<file path="config.mk">
export PLATFORM = sky130hd
export DESIGN_NAME = ddr2_cmd_guard
export DESIGN_NICKNAME = d
export VERILOG_FILES = /design/src/rtl/ddr2_guard_pkg.sv /design/src/rtl/ddr2_guard_timers.sv /design/src/rtl/ddr2_guard_ctrl.sv /design/src/rtl/ddr2_cmd_guard.sv
export SDC_FILE = /design/constraint.sdc
export NUM_CORES = 1
export LEC_CHECK = 0
export CAP_MARGIN = 15
export CORE_ASPECT_RATIO = 1.1
export CORE_MARGIN = 10
export CORE_UTILIZATION = 60
export DETAILED_ROUTE_END_ITERATION = 16
export PLACE_DENSITY_LB_ADDON = 0.1
export REMOVE_ABC_BUFFERS = 1
export SETUP_SLACK_MARGIN = 0.4
export SYNTH_ARGS = -nofsm -noshare
export SYNTH_HDL_FRONTEND = slang
export SYNTH_SLANG_ARGS = --single-unit
</file>
<file path="constraint.sdc">
create_clock -name clk -period 9.48 [get_ports clk]
set_clock_uncertainty 0.1 [all_clocks]
set_input_delay 1.896 -clock clk [delete_from_list [all_inputs] [get_ports clk]]
set_output_delay 1.896 -clock clk [all_outputs]
set_load 0.02 [all_outputs]
</file>
<file path="src/rtl/ddr2_guard_pkg.sv">
package ddr2_guard_pkg;

  typedef enum logic [2:0] {
    OP_NOP = 3'd0,
    OP_ACT = 3'd1,
    OP_RD  = 3'd2,
    OP_WR  = 3'd3,
    OP_PRE = 3'd4,
    OP_REF = 3'd5
  } opE;

  // strobes from control to the timer datapath
  typedef struct packed {
    logic act;
    logic rd;
    logic wr;
    logic pre;
    logic autoPre;
  } guardStbT;

  function automatic int psToCk(input int ps, input int clkPs);
    return (ps + clkPs - 1) / clkPs;
  endfunction

  function automatic int maxOf(input int a, input int b);
    return (a > b) ? a : b;
  endfunction

endpackage

</file>
<file path="src/rtl/ddr2_guard_timers.sv">
module ddr2_guard_timers
  import ddr2_guard_pkg::*;
#(
  parameter int NUM_BANKS = 4,
  parameter int BANK_W    = 2,
  parameter int C_RCD     = 4,
  parameter int C_RP      = 4,
  parameter int C_RRD     = 2,
  parameter int C_CCD     = 2,
  parameter int C_WR      = 4,
  parameter int C_WTR     = 2,
  parameter int C_RTP     = 2,
  parameter int W_DATA    = 5
) (
  input  logic                 clk,
  input  logic                 rst,
  input  guardStbT             stb,
  input  logic [BANK_W-1:0]    bank,
  output logic [NUM_BANKS-1:0] bankOpen,
  output logic [NUM_BANKS-1:0] rcdBusy,
  output logic [NUM_BANKS-1:0] actBusy,
  output logic [NUM_BANKS-1:0] actIsDal,
  output logic [NUM_BANKS-1:0] preBusy,
  output logic [NUM_BANKS-1:0] preIsWr,
  output logic                 rrdBusy,
  output logic [BANK_W-1:0]    lastActBank,
  output logic                 ccdBusy,
  output logic                 wtrBusy
);

  localparam int MAX_LD = maxOf(maxOf(W_DATA + C_WR + C_RP, C_RTP + C_RP),
                                maxOf(C_RCD, W_DATA + C_WTR));
  localparam int CNT_W  = $clog2(MAX_LD + 1);

  localparam logic [CNT_W-1:0] L_RCD  = CNT_W'(C_RCD - 1);
  localparam logic [CNT_W-1:0] L_RP   = CNT_W'(C_RP - 1);
  localparam logic [CNT_W-1:0] L_RDAP = CNT_W'(C_RTP + C_RP - 1);
  localparam logic [CNT_W-1:0] L_DAL  = CNT_W'(W_DATA + C_WR + C_RP - 1);
  localparam logic [CNT_W-1:0] L_WR   = CNT_W'(W_DATA + C_WR - 1);
  localparam logic [CNT_W-1:0] L_RTP  = CNT_W'(C_RTP - 1);
  localparam logic [CNT_W-1:0] L_RRD  = CNT_W'(C_RRD - 1);
  localparam logic [CNT_W-1:0] L_CCD  = CNT_W'(C_CCD - 1);
  localparam logic [CNT_W-1:0] L_WTR  = CNT_W'(W_DATA + C_WTR - 1);

  function automatic logic [CNT_W-1:0] dec(input logic [CNT_W-1:0] v);
    return (v == '0) ? v : v - 1'b1;
  endfunction

  for (genvar b = 0; b < NUM_BANKS; b++) begin : gBank
    logic             sel;
    logic [CNT_W-1:0] rcdCnt, actCnt, preCnt;
    logic             isOpen, dalTag, wrTag;
    logic             actLd, actLdDal;
    logic [CNT_W-1:0] actLdVal;

    assign sel = (bank == BANK_W'(b));

    always_comb begin
      actLd    = 1'b0;
      actLdDal = 1'b0;
      actLdVal = '0;
      if (sel && stb.pre) begin
        actLd = 1'b1; actLdVal = L_RP;
      end else if (sel && stb.rd && stb.autoPre) begin
        actLd = 1'b1; actLdVal = L_RDAP;
      end else if (sel && stb.wr && stb.autoPre) begin
        actLd = 1'b1; actLdVal = L_DAL; actLdDal = 1'b1;
      end
    end

    always_ff @(posedge clk) begin
      if (rst) begin
        rcdCnt <= '0;
        actCnt <= '0;
        preCnt <= '0;
        isOpen <= 1'b0;
        dalTag <= 1'b0;
        wrTag  <= 1'b0;
      end else begin
        rcdCnt <= (sel && stb.act) ? L_RCD : dec(rcdCnt);
        if (actLd && actLdVal > dec(actCnt)) begin
          actCnt <= actLdVal;
          dalTag <= actLdDal;
        end else begin
          actCnt <= dec(actCnt);
        end
        if (sel && stb.rd && L_RTP > dec(preCnt)) begin
          preCnt <= L_RTP;
          wrTag  <= 1'b0;
        end else if (sel && stb.wr && L_WR > dec(preCnt)) begin
          preCnt <= L_WR;
          wrTag  <= 1'b1;
        end else begin
          preCnt <= dec(preCnt);
        end
        if (sel && stb.act)
          isOpen <= 1'b1;
        else if (sel && (stb.pre || ((stb.rd || stb.wr) && stb.autoPre)))
          isOpen <= 1'b0;
      end
    end

    assign bankOpen[b] = isOpen;
    assign rcdBusy[b]  = |rcdCnt;
    assign actBusy[b]  = |actCnt;
    assign actIsDal[b] = dalTag;
    assign preBusy[b]  = |preCnt;
    assign preIsWr[b]  = wrTag;
  end

  logic [CNT_W-1:0] rrdCnt, ccdCnt, wtrCnt;

  always_ff @(posedge clk) begin
    if (rst) begin
      rrdCnt      <= '0;
      ccdCnt      <= '0;
      wtrCnt      <= '0;
      lastActBank <= '0;
    end else begin
      if (stb.act) begin
        rrdCnt      <= L_RRD;
        lastActBank <= bank;
      end else begin
        rrdCnt <= dec(rrdCnt);
      end
      ccdCnt <= (stb.rd || stb.wr) ? L_CCD : dec(ccdCnt);
      wtrCnt <= (stb.wr && L_WTR > dec(wtrCnt)) ? L_WTR : dec(wtrCnt);
    end
  end

  assign rrdBusy = |rrdCnt;
  assign ccdBusy = |ccdCnt;
  assign wtrBusy = |wtrCnt;

endmodule

</file>
<file path="src/rtl/ddr2_guard_ctrl.sv">
module ddr2_guard_ctrl
  import ddr2_guard_pkg::*;
#(
  parameter int NUM_BANKS = 4,
  parameter int BANK_W    = 2
) (
  input  logic                 clk,
  input  logic                 rst,
  input  logic [2:0]           cmdOp,
  input  logic [BANK_W-1:0]    cmdBank,
  input  logic                 cmdAutoPre,
  input  logic [NUM_BANKS-1:0] bankOpen,
  input  logic [NUM_BANKS-1:0] rcdBusy,
  input  logic [NUM_BANKS-1:0] actBusy,
  input  logic [NUM_BANKS-1:0] actIsDal,
  input  logic [NUM_BANKS-1:0] preBusy,
  input  logic [NUM_BANKS-1:0] preIsWr,
  input  logic                 rrdBusy,
  input  logic [BANK_W-1:0]    lastActBank,
  input  logic                 ccdBusy,
  input  logic                 wtrBusy,
  output guardStbT             stb,
  output logic                 violPulse,
  output logic                 violFlag,
  output logic [3:0]           violCode
);

  logic isAct, isRd, isWr, isPre, isCol, open;
  logic [9:1] hit;
  logic [3:0] selCode;

  assign isAct = (cmdOp == OP_ACT);
  assign isRd  = (cmdOp == OP_RD);
  assign isWr  = (cmdOp == OP_WR);
  assign isPre = (cmdOp == OP_PRE);
  assign isCol = isRd || isWr;
  assign open  = bankOpen[cmdBank];

  // a close of an already closed bank is a no-op for the device
  assign stb = '{act: isAct, rd: isRd, wr: isWr, pre: isPre && open,
                 autoPre: cmdAutoPre};

  always_comb begin
    hit[9] = (isAct && open) || (isCol && !open);
    hit[1] = isCol && rcdBusy[cmdBank];
    hit[2] = isAct && actBusy[cmdBank] && !actIsDal[cmdBank];
    hit[3] = isAct && rrdBusy && (cmdBank != lastActBank);
    hit[4] = isCol && ccdBusy;
    hit[5] = isPre && open && preBusy[cmdBank] && preIsWr[cmdBank];
    hit[6] = isRd && wtrBusy;
    hit[7] = isPre && open && preBusy[cmdBank] && !preIsWr[cmdBank];
    hit[8] = isAct && actBusy[cmdBank] && actIsDal[cmdBank];
  end

  always_comb begin
    selCode = 4'd0;
    for (int c = 8; c >= 1; c--)
      if (hit[c]) selCode = 4'(c);
    if (hit[9]) selCode = 4'd9;
  end

  always_ff @(posedge clk) begin
    if (rst) begin
      violPulse <= 1'b0;
      violFlag  <= 1'b0;
      violCode  <= 4'd0;
    end else begin
      violPulse <= |hit;
      if (!violFlag && |hit) begin
        violFlag <= 1'b1;
        violCode <= selCode;
      end
    end
  end

endmodule

</file>
<file path="src/rtl/ddr2_cmd_guard.sv">
module ddr2_cmd_guard
  import ddr2_guard_pkg::*;
#(
  parameter int NUM_BANKS  = 4,
  parameter int CLK_PS     = 3750,
  parameter int FAST_GRADE = 1,
  parameter int WRITE_LAT  = 3,
  parameter int BURST_CK   = 2,
  parameter int CCD_CK     = 2,
  parameter int T_RCD_PS   = 15000,
  parameter int T_RP_PS    = 15000,
  parameter int T_WR_PS    = 15000,
  parameter int T_RTP_PS   = 7500,
  localparam int BANK_W    = (NUM_BANKS > 1) ? $clog2(NUM_BANKS) : 1
) (
  input  logic              clk,
  input  logic              rst,
  input  logic [2:0]        cmdOp,
  input  logic [BANK_W-1:0] cmdBank,
  input  logic              cmdAutoPre,
  output logic              violPulse,
  output logic              violFlag,
  output logic [3:0]        violCode
);

  localparam int T_RRD_PS = (FAST_GRADE != 0) ? 7500 : 10000;
  localparam int T_WTR_PS = (FAST_GRADE != 0) ? 7500 : 10000;

  guardStbT             stb;
  logic [NUM_BANKS-1:0] bankOpen, rcdBusy, actBusy, actIsDal, preBusy, preIsWr;
  logic                 rrdBusy, ccdBusy, wtrBusy;
  logic [BANK_W-1:0]    lastActBank;

  ddr2_guard_ctrl #(.NUM_BANKS(NUM_BANKS), .BANK_W(BANK_W)) u_ctrl (
    .clk(clk), .rst(rst), .cmdOp(cmdOp), .cmdBank(cmdBank),
    .cmdAutoPre(cmdAutoPre), .bankOpen(bankOpen), .rcdBusy(rcdBusy),
    .actBusy(actBusy), .actIsDal(actIsDal), .preBusy(preBusy),
    .preIsWr(preIsWr), .rrdBusy(rrdBusy), .lastActBank(lastActBank),
    .ccdBusy(ccdBusy), .wtrBusy(wtrBusy), .stb(stb),
    .violPulse(violPulse), .violFlag(violFlag), .violCode(violCode)
  );

  ddr2_guard_timers #(
    .NUM_BANKS(NUM_BANKS), .BANK_W(BANK_W),
    .C_RCD(psToCk(T_RCD_PS, CLK_PS)), .C_RP(psToCk(T_RP_PS, CLK_PS)),
    .C_RRD(psToCk(T_RRD_PS, CLK_PS)), .C_CCD(CCD_CK),
    .C_WR(psToCk(T_WR_PS, CLK_PS)), .C_WTR(psToCk(T_WTR_PS, CLK_PS)),
    .C_RTP(psToCk(T_RTP_PS, CLK_PS)), .W_DATA(WRITE_LAT + BURST_CK)
  ) u_timers (
    .clk(clk), .rst(rst), .stb(stb), .bank(cmdBank), .bankOpen(bankOpen),
    .rcdBusy(rcdBusy), .actBusy(actBusy), .actIsDal(actIsDal),
    .preBusy(preBusy), .preIsWr(preIsWr), .rrdBusy(rrdBusy),
    .lastActBank(lastActBank), .ccdBusy(ccdBusy), .wtrBusy(wtrBusy)
  );

endmodule

</file>
== Yosys cells after proc, flatten, opt, wreduce, memory -nomap -nowiden ==
Index checks and enable logic that the tools add are counted.
Word-level totals
  register bits: 80
  bits in latches: 0
  memory bits (writable): 0
  ROM bits: 0
  bits of input ports: 8
  output and inout bits: 6
  word-level logic and storage cells: 299
  memories: 0
Cells by class
  add/subtract/negate cells: 15
  multiply operators: 0
  div/mod/pow operators: 0
  magnitude comparators: 14
  equal/unequal tests: 14
  shift operators: 0
  multiplexer cells: 95
  bitwise operators: 0
  reductions and logical operators: 115
Operators by type and width (count)
  2-to-1 mux 4 bit: 38
  logical NOT 4 bit: 15
  OR reduction 4 bit: 15
  subtractor 4 x 1 -> 4 bit (second input constant): 15
  logical AND 1 bit: 57
  2-to-1 mux 1 bit: 42
  OR reduction 2 bit: 11
  greater-than comparator 1 x 4 -> 1 bit (first input constant): 4
  greater-than comparator 4 bit: 4
  greater-than comparator 4 bit (first input constant): 4
  2-to-1 mux 2 bit: 8
  binary-select mux 1 bit (select 2 bit): 6
  OR reduction 3 bit: 4
  OR reduction 9 bit: 1
  nonzero test 2 bit: 4
  == test 3 x 2 -> 1 bit (second input constant): 2
  inequality test 2 x 1 -> 1 bit (second input constant): 3
  inequality test 2 bit (second input constant): 3
  == test 2 bit (second input constant): 2
  greater-than comparator 3 x 4 -> 1 bit (first input constant): 1
  logical NOT 1 bit: 4
  == test 3 x 1 -> 1 bit (second input constant): 1
  == test 3 bit (second input constant): 1
  logical OR 1 bit: 3
  other kinds (5): 5

== Logic depth before layout (Yosys ltp) ==
Gate-level depths: netlist (run 1).
  depth in word-level cells: 14
  mapped depth: 13
  mapped depth without buffers: 13

== Modules after synthesis ==
A second synthesis (run 1) with hierarchy kept.
Unflattened totals
  cells, all modules: 637
  area, all modules: 5256.3 µm²
Modules (own cells, without submodules)
  ddr2_guard_timers: times used 1, cells an instance 563, area each 4573.1 µm², seq. area each 1481.4 µm²
  ddr2_guard_ctrl: times used 1, cells an instance 74, area each 683.2 µm², seq. area each 120.1 µm²

== Worst setup path before layout (run 1) ==
No wires, ideal clock.
  path type: in2reg
  start point: in cmdBank[1]
  end point: reg u_timers.gBank[1].actCnt[2]
  library setup time: 0.070 ns
  arrival time: 4.302 ns
  data required time: 9.310 ns
  setup slack: 5.007 ns
  stages: 11
  buffers on the path: 1
  path through: mux4_1 nand3_1 clkbuf_1 nor2_1 ha_1 nor2b_1 o21a_1 o21a_1 o211a_1 a41o_1 a21oi_1
Between the ends
  word-level cells in the longest chain between the ends: 9
  elaborated cells on any way between the ends: 18
  classes of those cells: order compare: 1; eq/ne: 1; mux: 9; reduce/logical: 7
Ends and longest elaborated chain
  start: declaration: RTL line ddr2_cmd_guard.sv:19  | input logic [BANK_W-1:0] cmdBank,
  == test 2 x 1 -> 1 bit: RTL line ddr2_guard_timers.sv:56  | assign sel = (bank == BANK_W'(b));
  logical AND 1 bit (2 in a row): RTL line ddr2_guard_timers.sv:66  | end else if (sel && stb.wr && stb.autoPre) begin
  2-to-1 mux 4 bit: RTL line ddr2_guard_timers.sv:66
  2-to-1 mux 4 bit: RTL line ddr2_guard_timers.sv:64  | end else if (sel && stb.rd && stb.autoPre) begin
  2-to-1 mux 4 bit: RTL line ddr2_guard_timers.sv:62  | if (sel && stb.pre) begin
  greater-than comparator 4 bit: RTL line ddr2_guard_timers.sv:81  | if (actLd && actLdVal > dec(actCnt)) begin
  logical AND 1 bit: RTL line ddr2_guard_timers.sv:81
  2-to-1 mux 4 bit (*): RTL line ddr2_guard_timers.sv:81
  end signal: assignment: RTL line ddr2_guard_timers.sv:82  | actCnt <= actLdVal;
  end signal: assignment: RTL line ddr2_guard_timers.sv:85  | actCnt <= dec(actCnt);
  end: declaration: RTL line ddr2_guard_timers.sv:51  | logic [CNT_W-1:0] rcdCnt, actCnt, preCnt;
Mark *: on every way between the ends. The rest lies on a longest branch, timed or not. The select of a mux whose other input is x is not followed.
A chain may end at the register's enable or synchronous reset.

== Worst setup path after layout (run 1) ==
  start point: in cmdBank[1]
  end point: reg u_timers.gBank[2].actCnt[2]
Between the ends
  word-level cells in the longest chain between the ends: 9
  elaborated cells on any way between the ends: 18
  classes of those cells: order compare: 1; eq/ne: 1; mux: 9; reduce/logical: 7
Ends and longest elaborated chain (RTL line)
  == test 2 bit: ddr2_guard_timers.sv:56
  logical AND 1 bit (2 in a row): ddr2_guard_timers.sv:66
  2-to-1 mux 4 bit: ddr2_guard_timers.sv:66
  2-to-1 mux 4 bit: ddr2_guard_timers.sv:64
  2-to-1 mux 4 bit: ddr2_guard_timers.sv:62
  greater-than comparator 4 bit: ddr2_guard_timers.sv:81
  logical AND 1 bit: ddr2_guard_timers.sv:81
  2-to-1 mux 4 bit (*): ddr2_guard_timers.sv:81
  end signal: assignment: ddr2_guard_timers.sv:82
  end signal: assignment: ddr2_guard_timers.sv:85
  end: declaration: ddr2_guard_timers.sv:51
Marks and branches as above.

==> metrics.csv, run 1 <==
stage,metric,value,unit
cts,clk_pin_slew,0.07,ns
worst_setup_path,r2r-end,u_timers.gBank[2].actCnt[2],
yosys,synth_area,4768,sq um
cts,cts_resized,0,
power,switching_share,0.4054,
placement,numPortBuffers,13,
drt,drc_errors,0,
cts,cts_made_buffers,9,
sta,slew_headroom,0.4716,
global_routing,grt_max_degree,59,
min_path,hp-class,flop to flop,
min_path,hold_path_depth,2,
global_routing,grt_pass1_wl,18.46,mm
sta,hold_viol,0,
yosys,synth_top_area_frac,0.3359,
global_routing,grt.busiest_layer,met2,
floorplan,dieArea,11920,sq um
worst_setup_path,critPathMaxFanout,15,
power,power_density,342.5,nW/um^2
status,outcome,completed,
drt,wire_per_inst,15.25,um
sta,layout_worst_path_cycle_share,0.5734,
min_path,hold_end,u_timers.gBank[1].dalTag,
floorplan,core_area,7828,sq um
global_routing,grt_usage,0.1848,
worst_setup_path,reg2reg_from,u_timers.gBank[0].isOpen,
cts,cts.htree.levels,3,
global_routing,met2_usage,0.3275,
sta,fin_crit,5.436,ns
yosys,synth_top_area_cell,dfxtp_1,
power,internal_power,1.054,mW
final_layout,drive_above_1_share,0.07538,
placement,dp_slack,3.739,ns
final_layout,antennaDiodeCount,0,
yosys,ys_seq_elements,80,
final_layout,final_cells,705,
floorplan,rows,34,
worst_setup_path,cp_slowest_cell,clkdlybuf4s50_1,
cts,post_cts_buffers,0,
drt,initialDrtViolationCount,283,
power,p_seq_frac,0.303,
worst_setup_path,cp.arrival,5.62,ns
floorplan,ios,14,
power,max-vdd-ir-drop,174.3,uV
worst_setup_path,ff2ff_setup_slack,6.18,ns
yosys,synth-edff-count,0,
placement,dp.cells,689,
yosys,ys_types,55,
cts,postCtsHoldBufs,0,
final_layout,areaGrowthSynthToFinish,8.554,%
run,maxCapViolCount,0,
floorplan,start_util,0.6092,
drt,dr.pass1.iters,7,
global_routing,use_met3,0.02764,
power,p_leak,2.069,nW
sta,setup_viol,0,
yosys,synthCells,590,
drt,vias,4165,
final_layout,reg_top3,"u_timers.gBank.actCnt (16), u_timers.gBank.preCnt (16), u_timers.gBank.rcdCnt (16)",
worst_setup_path,cp_slowest_stage_delay,0.78,ns
global_routing,grt_pass1_vias,4052,
drt,viasPerCell,5.908,
worst_setup_path,worstPathCellList,clkdlybuf4s50_1 -> mux4_1 -> nand3_1 -> nand2_1 -> nand2_1 -> ha_1 -> nor2b_1 -> o21a_1 -> o21a_1 -> o211a_1 -> a41o_1 -> a21oi_1,
drt,finalWirelength,10.75,mm
global_routing,antenna_found_initial,0,
cts,clockBufferDepth,2,
yosys,yosys_warnings,0,
sta,tightestPinTransition,0.7909,ns
final_layout,finalNetCount,632,
power,switchingPower,718.7,uW
sta,setup_tns,0,ns
global_routing,overflow,0,
worst_setup_path,required,9.67,ns
sta,fin_ws,4.044,ns
sta,slew_viol_final,0,
yosys,synth_area_leaders,"dfxtp_1 34%, ha_1 8.4%, a21oi_1 7.3%",
global_routing,globalRouteMet1Util,0.2176,
placement,place.detailed.hpwl,7.928,mm
floorplan,die_width,105,um
worst_setup_path,rr_worst_depth,11,
cts,cts_tree,built,
sta,fmax,184.0,MHz
power,p_comb_frac,0.534,
worst_setup_path,critical_path_class,input port to flop,
floorplan,die_h,113.5,um
cts,clock-root-buffer,clkbuf_8,
cts,clkSinkCount,80,
sta,rsz0062_at_grt,no,
worst_setup_path,crit_path_end_kind,flop,
drt,antenna_left,0,
min_path,worstHoldStart,u_timers.gBank[1].dalTag,
yosys,synth_ff_type,dfxtp_1,
yosys,yosysSeqAreaShare,0.3359,
cts,insertion_delay,0.36,ns
power,p_clk_frac,0.163,
worst_setup_path,start_kind,input port,
yosys,async_flop_share,0,
placement,gpl.final_weighted_congestion,0.9232,
yosys,avgSynthCellArea,8.082,sq um
[worst max-delay path, delay by kind of cell]
kind	cells	cell delay (ns)
buffers and inverters	1	0.78
muxes	1	0.71
AOI/OAI and AO/OA	5	1.03
and+or+nand+nor	4	1.04
adders and majority gates	1	0.16
[cell usage after synthesis, types with 4 or more instances]
library cell / n
nand2_1: 50
xnor2_1: 22
a21oi_1: 70
and2_1: 4
ha_1: 32
o211a_1: 4
nand3_1: 4
nand4_1: 4
nor3_1: 29
a21o_1: 6
or3b_2: 8
dfxtp_1: 80
clkbuf_1: 20
nor4_1: 5
nor2_1: 57
mux2_2: 5
or2_2: 6
o21ai_0: 21
and3_1: 4
o2111ai_1: 7
nand2b_1: 8
mux2i_1: 6
nor3b_1: 17
o21a_1: 8
nor2b_1: 15
or3_1: 11
inv_1: 43
a2111oi_0: 5
[metrics by stage]
stage	utilization	power, mW	area [sq um]	hold slack [ns]
CTS	0.6613	1.776	5176	0.3609
floorplan	-	1.283	4662	0.3223
global placement	0.6317	1.430	4945	0.3519
finish	0.6613	1.773	5176	0.3606
detailed placement	0.6317	1.480	4945	0.3495
global route	0.6613	1.936	5176	0.3940
[how the worst max path moves through the flow]
| stage | from | to | slack, ns |
|---|---|---|---|
| floorplan | cmdBank[1] | u_timers.gBank[1].actCnt[2] | 5.12 |
| global placement | cmdBank[1] | u_timers.gBank[2].actCnt[0] | 3.89 |
| detailed placement | cmdBank[1] | u_timers.gBank[2].dalTag | 3.74 |
| CTS | cmdBank[1] | u_timers.gBank[2].actCnt[2] | 4.07 |
| global route | cmdBank[1] | u_timers.gBank[2].actCnt[3] | 3.64 |
| finish | cmdBank[1] | u_timers.gBank[2].actCnt[2] | 4.04 |
[logic make-up (layout without fill, tap and decap cells)]
group | after synthesis | after routing | synth area share
xor+xnor | 24 | 24 | 0.04408
compound gates | 146 | 146 | 0.1968
buf+inv | 68 | 75 | 0.05615
mux | 15 | 15 | 0.04329
simple gates | 225 | 225 | 0.2398
fa+ha+maj | 32 | 32 | 0.08397
flops | 80 | 80 | 0.3359
[layout make-up]
type	count	area, sq um
multi-input cells	442	2899
clock inverters	4	76.32
fillers	717	2651
inverters	43	161.4
repair buffers	16	147.6
clock buffers	12	155.1
flip-flops and latches	80	1602
well taps	108	135.1
[cells in the final DEF (no fill, tap or decap), types with 3 or more instances in the layout]
cell type | Yosys | routed
or3b_2 | 8 | 8
nor3_1 | 29 | 29
buf_4 | 1 | 3
o211ai_1 | 3 | 3
o21ai_0 | 21 | 21
clkdlybuf4s50_1 | 0 | 12
dfxtp_1 | 80 | 80
mux2i_1 | 6 | 6
nand3_1 | 4 | 4
nand2_1 | 50 | 50
or3_1 | 11 | 11
a2111oi_0 | 5 | 5
o21a_1 | 8 | 8
o2111ai_1 | 7 | 7
o22ai_1 | 3 | 3
nand4_1 | 4 | 4
inv_1 | 43 | 43
clkbuf_8 | 0 | 11
and2_1 | 4 | 4
a21o_1 | 6 | 6
o211a_1 | 4 | 4
and3_1 | 4 | 4
mux2_2 | 5 | 5
nand2b_1 | 8 | 8
or2_2 | 6 | 6
ha_1 | 32 | 32
nor3b_1 | 17 | 17
nor2_1 | 57 | 57
xnor2_1 | 22 | 22
nor2b_1 | 15 | 15
nor4_1 | 5 | 5
a21oi_1 | 70 | 70
[power by group through the flow]
stage	Sequential, mW	Combinational (mW)	Clock, mW
floorplan	0.526	0.757	0
global placement	0.537	0.892	0
detailed placement	0.542	0.937	0
CTS	0.535	0.946	0.294
global route	0.553	1.08	0.306
finish	0.537	0.947	0.289
[per-layer routing]
layer  share of wire  up-vias  wire length, um
li1                -     2088                -
met1            0.45     1959             4816
met2            0.50       92             5346
met3           0.032       26              343
met4           0.023        0              243
met5               0        -                0
Note: power is estimated with default switching activity, not from simulation.
==> run 2: changes to the inputs <==
==> constraint.sdc (replaced) <==
create_clock -name clk -period 5.09 [get_ports clk]
set_clock_uncertainty 0.1 [all_clocks]
set_input_delay 1.018 -clock clk [delete_from_list [all_inputs] [get_ports clk]]
set_output_delay 1.018 -clock clk [all_outputs]
set_load 0.02 [all_outputs]
==> metrics.csv, run 2 (synthesis gave the netlist of run 1 again) <==
stage,metric,value,unit,change
status,outcome,completed,,
worst_setup_path,rr_worst_depth,11,,unchanged
min_path,hold_end,u_ctrl.violCode[2],,
cts,clkSinkCount,80,,unchanged
worst_setup_path,cp-startpoint,cmdBank[1],,
placement,place.detailed.hpwl,8.226,mm,+3.8%
power,p_seq_frac,0.307,,+0.004
drt,antenna_left,0,,unchanged
run,maxCapViolCount,0,,unchanged
worst_setup_path,r2r-end,u_timers.gBank[1].dalTag,,
floorplan,die_h,113.5,um,unchanged
final_layout,final_common_cell,dfxtp_1,,
min_path,hp-class,flop to flop,,
cts,insertion_delay,0.37,ns,about the same
drt,wire_per_inst,15.58,um,+2.2%
drt,viasPerCell,5.896,,-0.20%
power,p_leak,2.073,nW,+0.23%
drt,finalWirelength,11.06,mm,+2.9%
worst_setup_path,required,5.28,ns,-4.39 ns
min_path,hold_path_depth,2,,unchanged
worst_setup_path,crit_path_end_kind,flop,,
power,internal_power,1.893,mW,+80%
worst_setup_path,cp.arrival,4.42,ns,-1.20 ns
global_routing,grt_usage,0.1918,,+0.006954
cts,cts.htree.levels,3,,unchanged
drt,initialDrtViolationCount,293,,+3.5%
final_layout,finalNetCount,637,,+0.79%
worst_setup_path,start_kind,input port,,
power,max-vdd-ir-drop,305.6,uV,+75%
floorplan,rows,34,,unchanged
power,switchingPower,1.360,mW,+89%
power,power_density,627.4,nW/um^2,+83%
final_layout,final_cells,710,,+0.71%
sta,hold_viol,0,,unchanged
floorplan,ios,14,,unchanged
power,switching_share,0.4181,,+0.01270
cts,cts_resized,0,,unchanged
global_routing,overflow,0,,unchanged
cts,cts_tree,built,,
global_routing,antenna_found_initial,0,,unchanged
cts,clockBufferDepth,2,,unchanged
drt,drc_errors,0,,unchanged
sta,layout_worst_path_cycle_share,0.8315,,
sta,fmax,236.3,MHz,
worst_setup_path,ff2ff_setup_slack,1.75,ns,-4.43 ns
drt,vias,4186,,+0.50%
cts,cts_made_buffers,9,,unchanged
floorplan,die_width,105,um,unchanged
worst_setup_path,critical_path_class,input port to flop,,
sta,fin_crit,4.233,ns,
placement,gpl.final_weighted_congestion,0.9233,,about the same
final_layout,antennaDiodeCount,0,,unchanged
final_layout,layout.cells.most_common_list,"80 x dfxtp_1, 70 x a21oi_1, 57 x nor2_1, 50 x nand2_1, 43 x inv_1",,
final_layout,fill_cells,712,,-0.70%
final_layout,drive_above_1_share,0.08472,,+0.009341
worst_setup_path,critPathMaxFanout,15,,unchanged
sta,slew_viol_final,0,,unchanged
final_layout,areaGrowthSynthToFinish,8.738,%,
global_routing,grt_pass1_wl,19.14,mm,+3.7%
global_routing,grt_pass1_vias,4133,,+2.0%
final_layout,reg_top3,"u_timers.gBank.actCnt (16), u_timers.gBank.preCnt (16), u_timers.gBank.rcdCnt (16)",,
min_path,worstHoldStart,u_ctrl.violCode[2],,
placement,numPortBuffers,13,,unchanged
sta,slew_headroom,0.4734,,+0.001821
drt,dr.pass1.iters,4,,-3
placement,dp.cells,694,,+0.73%
cts,clk_pin_slew,0.08,ns,about the same
floorplan,dieArea,11920,sq um,unchanged
floorplan,start_util,0.6092,,unchanged
sta,setup_viol,0,,unchanged
floorplan,core_area,7828,sq um,unchanged
worst_setup_path,reg2reg_from,u_timers.gBank[0].isOpen,,
sta,tightestPinTransition,0.7882,ns,-0.002727 ns
sta,rsz0062_at_grt,no,,
power,p_comb_frac,0.541,,+0.007
cts,post_cts_buffers,0,,unchanged
global_routing,grt_max_degree,59,,unchanged
sta,setup_tns,0,ns,unchanged
power,p_clk_frac,0.151,,-0.012
cts,postCtsHoldBufs,0,,unchanged
cts,clock-root-buffer,clkbuf_8,,
==> run 2: power groups by stage <==
stage / clock [mW] / sequential [mW] / combinational [mW]
after floorplan: 0 / 0.980 / 1.41
after global placement: 0 / 1.00 / 1.66
after detailed placement: 0 / 1.01 / 1.75
after CTS: 0.501 / 0.996 / 1.76
after global routing: 0.525 / 1.03 / 2.00
final: 0.492 / 1.00 / 1.76
==> run 2: worst max-delay path by stage <==
| stage | slack (ns) | cells after the start | end |
|---|---|---|---|
| 2_1_floorplan | 1.61 | 10 | u_timers.gBank[1].actCnt[2] |
| 3_3_place_gp | 0.69 | 12 | u_timers.gBank[2].actCnt[0] |
| 3_5_place_dp | 0.48 | 12 | u_timers.gBank[1].dalTag |
| 4_1_cts | 0.84 | 12 | u_timers.gBank[1].dalTag |
| 5_1_grt | 0.57 | 12 | u_timers.gBank[1].dalTag |
| 6_report | 0.86 | 12 | u_timers.gBank[1].dalTag |
==> run 2: routing by layer <==
layer | up-vias | GRT usage | wire (um)
li1 | 2097 | - | -
met1 | 1989 | 0.2283 | 5016
met2 | 80 | 0.3275 | 5371
met3 | 20 | 0.02764 | 412
met4 | 0 | 0.1035 | 261
met5 | - | 0 | 0
==> run 2: area by class of cell <==
type / instances / area [sq um] / share of cell area
multi-input combinational: 442 / 2899 / 0.5591
sequential: 80 / 1602 / 0.3089
timing repair buffer: 21 / 185.2 / 0.03571
inverter: 43 / 161.4 / 0.03113
tap: 108 / 135.1 / 0.02606
clock buffer: 9 / 123.9 / 0.02389
clock inverter: 7 / 78.83 / 0.01520
==> run 2: through the flow <==
step,setup WS [ns],area [sq um],util,power [mW],hold WS (ns)
after detailed placement,0.4792,4982,0.6365,2.763,0.3652
after global routing,0.5654,5185,0.6624,3.554,0.4047
after global placement,0.6853,4982,0.6365,2.663,0.3499
after floorplan,1.606,4662,-,2.390,0.3223
after CTS,0.8367,5185,0.6624,3.260,0.3831
final,0.8574,5185,0.6624,3.253,0.3808
==> run 2: worst max-delay path, stage by stage <==
cell and delay, ns:
clkdlybuf4s50_1 0.50, mux4_1 0.66, nand3_1 0.51, nand2_1 0.29
nand2_1 0.19, ha_1 0.16, nor2b_1 0.04, o21a_1 0.17
o21a_1 0.18, o2111ai_1 0.35, o21ai_0 0.16, a21oi_1 0.17
